[config.mk]
export PLATFORM = sky130hd
export DESIGN_NAME = snoopInquirer
export DESIGN_NICKNAME = d
export VERILOG_FILES = /design/src/rtl/snoopPkg.sv /design/src/rtl/snoopCtrl.sv /design/src/rtl/snoopDatapath.sv /design/src/rtl/snoopInquirer.sv
export SDC_FILE = /design/constraint.sdc
export NUM_CORES = 1
export LEC_CHECK = 0
export ABC_AREA = 1
export BUFFER_PORTS_ARGS = -buffer_cell sky130_fd_sc_hd__buf_4
export CORE_MARGIN = 3
export CORE_UTILIZATION = 40
export DETAILED_ROUTE_END_ITERATION = 8
export GPL_TIMING_DRIVEN = 0
export PLACE_DENSITY = 0.7
export SKIP_CTS_REPAIR_TIMING = 1
export SLEW_MARGIN = 20
export SYNTH_ARGS = -nofsm -noshare
export SYNTH_HDL_FRONTEND = slang
export SYNTH_SLANG_ARGS = --single-unit
export TNS_END_PERCENT = 20
[constraint.sdc]
create_clock -name clk -period 1.8 [get_ports clk]
set_input_delay 0.09 -clock clk [delete_from_list [all_inputs] [get_ports clk]]
set_output_delay 0.09 -clock clk [all_outputs]
set_load 0.05 [all_outputs]
[src/rtl/snoopPkg.sv]
package snoopPkg;

  typedef enum logic [2:0] {
    ST_IDLE   = 3'd0,
    ST_ACQ    = 3'd1,
    ST_GAP    = 3'd2,
    ST_STROBE = 3'd3,
    ST_RESP   = 3'd4,
    ST_WBHOLD = 3'd5
  } inqState_t;

  typedef struct packed {
    logic loadReq;
    logic driveAddr;
    logic capture;
  } ctrlStrobes_t;

endpackage

[src/rtl/snoopCtrl.sv]
module snoopCtrl
  import snoopPkg::*;
#(
  parameter int GAP_CLKS     = 2,
  parameter int RESP_CLKS    = 2,
  parameter int WB_HOLD_CLKS = 16
) (
  input  logic         clk,
  input  logic         rstN,
  input  logic         reqValid,
  input  logic         holdAck,
  input  logic         backoffActive,
  input  logic         hitModN,
  output logic         busy,
  output logic         holdReq,
  output logic         eAddrStrobeN,
  output ctrlStrobes_t cs
);

  localparam int MAX_CNT = (GAP_CLKS > RESP_CLKS)
                         ? ((GAP_CLKS > WB_HOLD_CLKS) ? GAP_CLKS : WB_HOLD_CLKS)
                         : ((RESP_CLKS > WB_HOLD_CLKS) ? RESP_CLKS : WB_HOLD_CLKS);
  localparam int CNT_W   = $clog2(MAX_CNT + 1);

  inqState_t        state, stateNxt;
  logic [CNT_W-1:0] cnt, cntNxt;
  logic             useHold, useHoldNxt;

  always_comb begin
    stateNxt   = state;
    cntNxt     = cnt;
    useHoldNxt = useHold;
    cs         = '0;
    unique case (state)
      ST_IDLE: begin
        if (reqValid) begin
          cs.loadReq = 1'b1;
          if (backoffActive) begin
            useHoldNxt = 1'b0;
            stateNxt   = ST_GAP;
            cntNxt     = CNT_W'(GAP_CLKS - 1);
          end else begin
            useHoldNxt = 1'b1;
            stateNxt   = ST_ACQ;
          end
        end
      end
      ST_ACQ: begin
        if (holdAck || backoffActive) begin
          stateNxt = ST_GAP;
          cntNxt   = CNT_W'(GAP_CLKS - 1);
        end
      end
      ST_GAP: begin
        if (cnt == '0) stateNxt = ST_STROBE;
        else           cntNxt   = cnt - 1'b1;
      end
      ST_STROBE: begin
        cs.driveAddr = 1'b1;
        stateNxt     = ST_RESP;
        cntNxt       = CNT_W'(RESP_CLKS - 1);
      end
      ST_RESP: begin
        if (cnt == '0) begin
          cs.capture = 1'b1;
          if (!hitModN) begin
            stateNxt = ST_WBHOLD;
            cntNxt   = CNT_W'(WB_HOLD_CLKS - 1);
          end else begin
            stateNxt = ST_IDLE;
          end
        end else begin
          cntNxt = cnt - 1'b1;
        end
      end
      ST_WBHOLD: begin
        if (cnt == '0) stateNxt = ST_IDLE;
        else           cntNxt   = cnt - 1'b1;
      end
      default: stateNxt = ST_IDLE;
    endcase
  end

  always_ff @(posedge clk) begin
    if (!rstN) begin
      state   <= ST_IDLE;
      cnt     <= '0;
      useHold <= 1'b0;
    end else begin
      state   <= stateNxt;
      cnt     <= cntNxt;
      useHold <= useHoldNxt;
    end
  end

  assign busy         = (state != ST_IDLE);
  assign holdReq      = useHold && (state != ST_IDLE);
  assign eAddrStrobeN = (state != ST_STROBE);


  strobe_single_chk: assert property (@(posedge clk) disable iff (!rstN)
    !eAddrStrobeN |=> eAddrStrobeN);


  strobe_after_grant_chk: assert property (@(posedge clk) disable iff (!rstN)
    (state == ST_ACQ && !holdAck && !backoffActive) |=> eAddrStrobeN);


  hold_only_busy_chk: assert property (@(posedge clk) disable iff (!rstN)
    holdReq |-> busy);


  release_clean_chk: assert property (@(posedge clk) disable iff (!rstN)
    (cs.capture && hitModN) |=> !busy);

endmodule

[src/rtl/snoopDatapath.sv]
module snoopDatapath
  import snoopPkg::*;
#(
  parameter int LINE_W = 27
) (
  input  logic              clk,
  input  logic              rstN,
  input  ctrlStrobes_t      cs,
  input  logic [LINE_W-1:0] reqLineAddr,
  input  logic              reqInvalidate,
  input  logic              hitN,
  input  logic              hitModN,
  output logic [LINE_W-1:0] inqAddr,
  output logic              inqInvalidate,
  output logic              addrDrive,
  output logic              done,
  output logic              doneHit,
  output logic              doneHitMod
);

  logic [LINE_W-1:0] lineReg;
  logic              invReg;

  always_ff @(posedge clk) begin
    if (!rstN) begin
      lineReg <= '0;
      invReg  <= 1'b0;
    end else if (cs.loadReq) begin
      lineReg <= reqLineAddr;
      invReg  <= reqInvalidate;
    end
  end

  always_ff @(posedge clk) begin
    if (!rstN) begin
      done       <= 1'b0;
      doneHit    <= 1'b0;
      doneHitMod <= 1'b0;
    end else begin
      done <= cs.capture;
      if (cs.capture) begin
        doneHit    <= !hitN;
        doneHitMod <= !hitModN;
      end
    end
  end

  assign addrDrive     = cs.driveAddr;
  assign inqAddr       = cs.driveAddr ? lineReg : '0;
  assign inqInvalidate = cs.driveAddr & invReg;


  result_hold_chk: assert property (@(posedge clk) disable iff (!rstN)
    !cs.capture |=> ($stable(doneHit) && $stable(doneHitMod)));


  done_pulse_chk: assert property (@(posedge clk) disable iff (!rstN)
    done |=> !done);

endmodule

[src/rtl/snoopInquirer.sv]
module snoopInquirer
  import snoopPkg::*;
#(
  parameter int LINE_W       = 27,
  parameter int GAP_CLKS     = 2,
  parameter int RESP_CLKS    = 2,
  parameter int WB_HOLD_CLKS = 16
) (
  input  logic              clk,
  input  logic              rstN,
  input  logic              reqValid,
  input  logic [LINE_W-1:0] reqLineAddr,
  input  logic              reqInvalidate,
  output logic              busy,
  output logic              holdReq,
  input  logic              holdAck,
  input  logic              backoffActive,
  output logic [LINE_W-1:0] inqAddr,
  output logic              inqInvalidate,
  output logic              addrDrive,
  output logic              eAddrStrobeN,
  input  logic              hitN,
  input  logic              hitModN,
  output logic              done,
  output logic              doneHit,
  output logic              doneHitMod
);

  ctrlStrobes_t cs;

  snoopCtrl #(
    .GAP_CLKS    (GAP_CLKS),
    .RESP_CLKS   (RESP_CLKS),
    .WB_HOLD_CLKS(WB_HOLD_CLKS)
  ) i_ctrl (
    .clk          (clk),
    .rstN         (rstN),
    .reqValid     (reqValid),
    .holdAck      (holdAck),
    .backoffActive(backoffActive),
    .hitModN      (hitModN),
    .busy         (busy),
    .holdReq      (holdReq),
    .eAddrStrobeN (eAddrStrobeN),
    .cs           (cs)
  );

  snoopDatapath #(
    .LINE_W(LINE_W)
  ) i_dp (
    .clk          (clk),
    .rstN         (rstN),
    .cs           (cs),
    .reqLineAddr  (reqLineAddr),
    .reqInvalidate(reqInvalidate),
    .hitN         (hitN),
    .hitModN      (hitModN),
    .inqAddr      (inqAddr),
    .inqInvalidate(inqInvalidate),
    .addrDrive    (addrDrive),
    .done         (done),
    .doneHit      (doneHit),
    .doneHitMod   (doneHitMod)
  );

  // Cycles since the strobe, saturating; used only by the checks below.
  localparam int SINCE_MAX = RESP_CLKS + 2;
  localparam int SINCE_W   = $clog2(SINCE_MAX + 1);
  logic [SINCE_W-1:0] sinceStb;

  always_ff @(posedge clk) begin
    if (!rstN)                       sinceStb <= '0;
    else if (!eAddrStrobeN)          sinceStb <= SINCE_W'(1);
    else if (sinceStb != '0 &&
             sinceStb != SINCE_W'(SINCE_MAX)) sinceStb <= sinceStb + 1'b1;
  end


  resp_delay_chk: assert property (@(posedge clk) disable iff (!rstN)
    done |-> (sinceStb == SINCE_W'(RESP_CLKS + 1)));


  drive_with_strobe_chk: assert property (@(posedge clk) disable iff (!rstN)
    addrDrive == !eAddrStrobeN);


  no_reload_busy_chk: assert property (@(posedge clk) disable iff (!rstN)
    busy |=> $stable(i_dp.lineReg));


  strobe_gap_chk: assert property (@(posedge clk) disable iff (!rstN)
    $fell(eAddrStrobeN) |-> $past(busy, 2));

endmodule

; ---- Word-level counts from Yosys, hierarchy flattened
; Index checks and enable logic that the tools add are counted.
[totals]
input_bits = 35
wordCells = 58
reg_bits = 40
[op_classes]
eq_ne = 14
n_mux = 22
addsub = 1
bitwise_logic = 1
n_reduce_logical = 12
[ops]
columns = cell, n
row1 = $mux 5, 6
row2 = $mux 27, 1
row3 = $pmux 5 s5, 1
row4 = $mux 3, 6
row5 = $pmux 3 s6, 1
row6 = $ne 2x1->1 const B, 4
row7 = $eq 3x2->1 const B, 2
row8 = $eq 3x3->1 const B, 2
row9 = $mux 1, 6
row10 = $ne 2x2->1 const B, 3
row11 = $reduce_and 6->1, 1
row12 = $logic_not 5->1, 1
row13 = $reduce_and 5->1, 1
row14 = $reduce_bool 5->1, 1
row15 = $sub 5x1->5 const B, 1
row16 = $eq 3x1->1 const B, 1
row17 = $logic_not 3->1, 1
row18 = $ne 3x2->1 const B, 1
row19 = $ne 3x3->1 const B, 1
row20 = $reduce_bool 3->1, 1
row21 = $logic_not 1->1, 2
row22 = $mux 2, 1
row23 = $reduce_and 2->1, 1
row24 = $reduce_or 2->1, 1
row25 = other kinds (3), 3

; ---- Logic depth before layout (Yosys ltp)
; Gate-level depths: netlist (run 1).
[depth]
depth_word = 4
mapped_depth = 11

; ---- Hierarchy
; A second synthesis (run 1) with hierarchy kept.
[unflattened]
hier_cells = 376
area_unflattened_um2 = 2290.9
[by_module_without_submodules]
columns = mod, instances, cells_each, seq_area_each_um2, area_per_inst_um2
row1 = snoopDatapath, 1, 250, 620.6, 1495.2
row2 = snoopCtrl, 1, 126, 180.2, 795.8

; ---- Worst setup path before layout (run 1)
; Ideal clock, no wire load.
[synth_timing]
kind = flip-flop to output port
start = reg i_ctrl.state[1]
end = out inqAddr[10]
n_path_buf = 1
arrival_ns = 2.077
t_required_ns = 1.710
path_stages_with_launch = 6
setup_slack_ns = -0.367
cell_sequence = dfxtp_1 nand2_1 nor2_2 inv_2 buf_2 nor2_1
[synth_between]
elab_chain_len = 3
[synth_rtl]
columns = element, line
row1 = start: declaration, snoopCtrl.sv:25  ; inqState_t state, stateNxt;
row2 = start signal: assignment, snoopCtrl.sv:90  ; state <= stateNxt;
row3 = $eq 3x2->1, snoopCtrl.sv:34  ; unique case (state)
row4 = $mux 1, snoopCtrl.sv:34
row5 = named net addrDrive, snoopInquirer.sv:20  ; output logic addrDrive,
row6 = $mux 27, snoopDatapath.sv:49  ; assign inqAddr = cs.driveAddr ? lineReg : '0;
row7 = end: declaration, snoopInquirer.sv:18  ; output logic [LINE_W-1:0] inqAddr,
; The timed path passes the listed nets, and every way through them passes these cells.

; ---- Worst setup path after layout (run 1)
[layout_timing]
start = reg i_ctrl.state[1]
end = out inqAddr[1]
[layout_between]
elab_chain_len = 3
[layout_rtl]
columns = element, line
row1 = $eq 3x2->1, snoopCtrl.sv:34
row2 = $mux 1, snoopCtrl.sv:34
row3 = $mux 27, snoopDatapath.sv:49
; No other way between the ends.

==> results.json, run 1 <==
{
  "postSynthNetCount": 313,
  "setup_viol": 0,
  "worst-endpoint-arrival_ns": 1.58,
  "start_util": 0.424,
  "synth_cells": 276,
  "gp_congestion": 0.856,
  "register_area_um2": 803,
  "place_ws_ns": 0.264,
  "whs_ns": 0.0798,
  "crit_fanout": 10,
  "critical_path_buf_inv_count": 4,
  "cts_buffers": 5,
  "drv_slew": 0,
  "hold_path_class": "input port to flop",
  "clkSinkCount": 40,
  "clockBufferDepth": 2,
  "port-buffer-count": 68,
  "track_usage": 0.170,
  "rows": 24,
  "irDropWorstVdd_mv": 1.03,
  "hold_violations": 0,
  "htree_levels": 2,
  "r2r-start": "i_ctrl.cnt[0]",
  "min_from": "reqLineAddr[17]",
  "cpMostUsedCell": "buf_6",
  "grt_pass1_wl_um": 7320,
  "cp-end-kind": "output pin",
  "power_density_mw_per_mm2": 1570,
  "yosys_warnings": 0,
  "diodes": 0,
  "die_x_um": 74.9,
  "synth_area_mm2": 0.00190,
  "grt_pass1_vias": 1675,
  "reg2reg_depth": 11,
  "critPathRequiredTime_ns": 1.71,
  "cp_num_cells": 7,
  "antenna_found_initial": 0,
  "yosys.area.top_type": "dfxtp_1",
  "die-area_mm2": 0.00560,
  "drc_errors": 0,
  "fin_nets": 389,
  "drive_above_1_share": 0.337,
  "grt_start_max_net_pins": 14,
  "p_leak_uw": 0.00125,
  "ys_seq_area_frac": 0.422,
  "crit_family": "buffers and inverters",
  "crit_path_max_incr_delay_ns": 0.42,
  "hold_end": "i_dp.lineReg[17]",
  "die_h_um": 74.9,
  "dr_total_vias": 1880,
  "finalCritPeriodShare": 0.929,
  "core_area_mm2": 0.00447,
  "drtIter0Drc": 73,
  "synth_cell_types": 21,
  "wl_per_cell_um": 11.5,
  "fmax_ghz": 0.598,
  "start_kind": "flop",
  "place_area_mm2": 0.00254,
  "setup_tns_ns": 0,
  "viasPerCell": 4.64,
  "drv_cap": 0,
  "syn_to_final_growth_pct": 40.8,
  "yosysTopAreaCellShare": 0.422,
  "synth-seq-cells": 40,
  "fillers": 424,
  "cp_cell_sequence": "nand2_1 -> nor2_4 -> inv_2 -> buf_6 -> buf_6 -> nor2_2 -> buf_4",
  "dpl.hpwl_um": 3540,
  "finalPower_uw": 4190,
  "wl_um": 4660,
  "multi_input_area_um2": 888,
  "r2r_slack_ns": 0.28,
  "firstDrtPassIters": 4,
  "cts_tree": "done",
  "clk-insertion-delay-late_ns": 0.29,
  "grt_overflow": 0,
  "slowest_stage": "dfxtp_2",
  "ant_nets": 0,
  "tightest_slew_ns": 0.354,
  "synth_area_leaders": "dfxtp_1 (42%), nor2_1 (11%), a21oi_1 (9.0%)",
  "slew-limit-headroom": 0.764,
  "worstReg2RegEnd": "i_ctrl.cnt[2]",
  "clk_pin_slew_ns": 0.08,
  "fin_skew_ns": 0.00868,
  "syn_avg_cell_area_um2": 6.87,
  "ios": 70,
  "cts_root_buf": "clkbuf_8",
  "design_area_mm2": 0.00267,
  "rsz0062_at_grt": "no",
  "min_period_ns": 1.67,
  "min_delay_path_depth": 3,
  "status": "completed",
  "worst_slack_ns": 0.129,
  "criticalPathCategory": "flop to output pin"
}
## synthesized netlist by cell type
cell type	n
a21oi_1	34
a31oi_1	1
buf_2	5
buf_4	1
buf_6	5
clkbuf_1	3
dfxtp_1	40
ha_1	2
inv_1	43
inv_2	3
nand2_1	29
nand2_2	3
nand3_1	7
nand3_2	2
nand3b_1	1
nor2_1	57
nor2_2	3
nor2_4	1
o21ai_0	34
xnor2_1	1
xor2_1	1
## cells in the final DEF (no fill, tap or decap)
cell / netlist / final
dfxtp_1: 40 / 38
a31oi_1: 1 / 1
nand3_2: 2 / 2
nor2_4: 1 / 5
clkbuf_1: 3 / 3
nand3b_1: 1 / 1
nand2_2: 3 / 3
buf_6: 5 / 5
a21oi_1: 34 / 34
bufinv_16: 0 / 1
nand3_1: 7 / 7
o21ai_0: 34 / 34
inv_2: 3 / 3
buf_2: 5 / 5
xnor2_1: 1 / 1
nor2_1: 57 / 39
clkinv_4: 0 / 1
xor2_1: 1 / 1
ha_1: 2 / 2
clkbuf_8: 0 / 6
nand2_1: 29 / 29
dfxtp_2: 0 / 2
inv_1: 43 / 43
nor2_2: 3 / 17
dlygate4sd3_1: 0 / 1
buf_4: 1 / 69
## stage by stage
step / utilization / instances
6_report: 0.597 / 405
5_1_grt: 0.597 / 405
3_3_place_gp: 0.567 / 396
2_1_floorplan: - / 276
4_1_cts: 0.594 / 404
3_5_place_dp: 0.567 / 396
## cells by family after synthesis
kind of cell | count (synthesis) | synth area share
simple gates | 103 | 0.229
compound gates | 69 | 0.183
buf+inv | 60 | 0.144
flops | 40 | 0.422
xor+xnor | 2 | 0.00924
fa+ha+maj | 2 | 0.0132
## area by class of cell
| cell class | count | area share |
|---|---|---|
| Buffer | 14 | 0.0375 |
| Tap cell | 52 | 0.0244 |
| Clock buffer | 6 | 0.0309 |
| Inverter | 46 | 0.0646 |
| Multi-Input combinational cell | 176 | 0.333 |
| Sequential cell | 40 | 0.301 |
| Clock inverter | 2 | 0.0145 |
| Timing Repair Buffer | 69 | 0.195 |
## sequential cells by signal (all words and copies together) (netlist names)
signal	count
i_ctrl.cnt	5
i_ctrl.state	3
i_ctrl.useHold	1
i_dp.done	1
i_dp.doneHit	1
i_dp.doneHitMod	1
i_dp.invReg	1
i_dp.lineReg	27
## tightest hold or removal path: stages
cell	delay (ns)
buf_4	0.07
o21ai_0	0.07
a21oi_1	0.10
## worst max path at each step
| stage | from | end | slack, ns |
|---|---|---|---|
| finish | i_ctrl.state[1] | inqAddr[1] | 0.13 |
| global route | i_ctrl.state[1] | inqAddr[1] | 0.04 |
| CTS | i_ctrl.state[1] | inqAddr[1] | -0.02 |
| detailed placement | i_ctrl.cnt[0] | i_ctrl.cnt[2] | 0.26 |
| global placement | i_ctrl.cnt[0] | i_ctrl.cnt[3] | 0.27 |
| floorplan | i_ctrl.state[1] | inqAddr[14] | -0.05 |
## per-layer routing
layer	routed length, um	GRT usage	vias to the layer above	share of wire
met5	0	0	-	0
met4	55	0.0553	0	0.012
met3	371	0.0574	6	0.080
met2	2100	0.266	56	0.45
met1	2130	0.221	809	0.46
li1	-	-	1009	-
## report_power, final
part	internal [uW]	switching [uW]
Combinational	728	1370
Clock	454	320
Sequential	1180	142
Power figures use the tool's default switching activity.
==> run 2, diff against run 1 <==
Settings changed: BUFFER_PORTS_ARGS -buffer_cell sky130_fd_sc_hd__buf_4 to -buffer_cell sky130_fd_sc_hd__buf_2.
==> run 2 against run 1 <==
Against the previous run:
- flip-flop and latch count stayed put
- clock power fell by 22%
- power is 4.9% lower
- critical endpoint is now inqAddr[22]
- highest routed layer unchanged
==> results.json, run 2 (synthesized netlist as in run 1, its figures left out) <==
{
  "cts_root_buf": "clkbuf_8",
  "crit_fanout": 10,
  "fin_nets": 389,
  "diodes": 0,
  "register_area_um2": 808,
  "place_ws_ns": 0.263,
  "combPwrFrac": 0.515,
  "ios": 70,
  "drive_above_1_share": 0.334,
  "place_area_mm2": 0.00237,
  "design_area_mm2": 0.00250,
  "largest_reg_flops": 27,
  "cts_tree": "done",
  "cpMostUsedCell": "buf_6",
  "die-area_mm2": 0.00560,
  "status": "completed",
  "crit_path_max_incr_delay_ns": 0.40,
  "finalCritPeriodShare": 0.935,
  "start_util": 0.424,
  "clock_power_share": 0.152,
  "finalNonFillerCells": 405,
  "hold_violations": 0,
  "reg.largest.list": "i_dp.lineReg (27), i_ctrl.cnt (5), i_ctrl.state (3)",
  "fillers": 449,
  "top_register": "i_dp.lineReg",
  "start_kind": "flop",
  "core_area_mm2": 0.00447,
  "cp-end-kind": "output pin",
  "drc_errors": 0,
  "fmax_ghz": 0.594,
  "power_density_mw_per_mm2": 1600,
  "critPathRequiredTime_ns": 1.71,
  "clkSinkCount": 40,
  "setup_viol": 0,
  "firstDrtPassIters": 4,
  "rsz0062_at_grt": "no",
  "internal-power_uw": 2170,
  "final_common_cell": "buf_2",
  "cp_cell_sequence": "nand2_1 -> nor2_4 -> inv_2 -> buf_6 -> buf_6 -> nor2_2 -> buf_2",
  "grt_start_max_net_pins": 13,
  "ant_nets": 0,
  "met1_length_um": 2120,
  "port-buffer-count": 68,
  "grt_pass1_vias": 1658,
  "gp_congestion": 0.849,
  "clk_pin_slew_ns": 0.08,
  "die_x_um": 74.9,
  "dr_total_vias": 1909,
  "hold_path_class": "input port to flop",
  "syn_to_final_growth_pct": 31.7,
  "dpl.hpwl_um": 3340,
  "p_leak_uw": 0.00121,
  "grt_pass1_wl_um": 7250,
  "drv_cap": 0,
  "whs_ns": 0.0771,
  "pwr-share-seq": 0.334,
  "drtIter0Drc": 134,
  "worst_slack_ns": 0.116,
  "mostFrequentLayoutCells": "buf_2 (65), inv_1 (43), nor2_1 (39), dfxtp_1 (38)",
  "tightest_slew_ns": 0.374,
  "worst-endpoint-arrival_ns": 1.59,
  "switching_power_uw": 1810,
  "drv_slew": 0,
  "min_period_ns": 1.68,
  "multi_input_area_um2": 888,
  "htree_levels": 2,
  "irDropWorstVdd_mv": 1.05,
  "die_h_um": 74.9,
  "met2_length_um": 2040,
  "utilization": 0.558,
  "grt_overflow": 0,
  "rows": 24,
  "cts_buffers": 5,
  "wl_um": 4470,
  "track_usage": 0.165,
  "viasPerCell": 4.71,
  "swShare": 0.455,
  "wl_per_cell_um": 11.0,
  "clk-insertion-delay-late_ns": 0.29,
  "clockBufferDepth": 2,
  "antenna_found_initial": 0,
  "slew-limit-headroom": 0.751,
  "criticalPathCategory": "flop to output pin",
  "fin_skew_ns": 0.00474,
  "slowest_stage": "dfxtp_4",
  "dp.cells": 396,
  "highest_layer": "met4",
  "met3_length_um": 281
}
[run 2: cell types whose count changed in the layout (fill, tap and decap cells not counted), sizes merged]
cell	change
bufinv	-1
clkinvlp	+1
clkbuf	+9
buf	-8
clkinv	-1
[run 2: area by class of cell]
cell class,count,area share
Multi-Input combinational cell,176,0.356
Sequential cell,40,0.323
Timing Repair Buffer,69,0.147
Inverter,46,0.0691
Buffer,14,0.0411
Clock buffer,7,0.0346
Tap cell,52,0.0260
Clock inverter,1,0.00300
[run 2: final timing paths]
path	from	endpoint	slack (ns)	cells past startpoint
worst max-delay path	i_ctrl.state[1]	inqAddr[22]	0.12	7
worst min-delay path	reqLineAddr[17]	i_dp.lineReg[17]	0.08	3
worst max register to register	i_ctrl.cnt[0]	i_ctrl.cnt[2]	0.26	11
worst min register to register	i_dp.lineReg[24]	i_dp.lineReg[24]	0.45	2
[run 2: power by group through the flow]
stage | registers [uW] | clock network, uW | logic (uW)
6_report | 1330 | 605 | 2050
4_1_cts | 1320 | 632 | 2050
3_3_place_gp | 1330 | 0 | 2010
5_1_grt | 1360 | 662 | 2330
3_5_place_dp | 1330 | 0 | 2040
2_1_floorplan | 1340 | 0 | 1640
[run 2: stage by stage]
step           power, uW  setup TNS (ns)
5_1_grt             4360               0
2_1_floorplan       2970          -0.696
3_5_place_dp        3370               0
4_1_cts             4000          -0.763
6_report            3990               0
3_3_place_gp        3340               0
[run 2: worst max-delay path: cells and delay by family, from the launching register on]
family | cells | cell delay [ns]
buffers and inverters | 4 | 0.61
flip-flops | 1 | 0.40
AND/OR/NAND/NOR | 3 | 0.29
[run 2: per-layer routing]
layer / track usage / up-vias
met5: 0 / -
met4: 0.0375 / 0
met3: 0.0360 / 5
met2: 0.263 / 56
met1: 0.229 / 843
li1: - / 1005
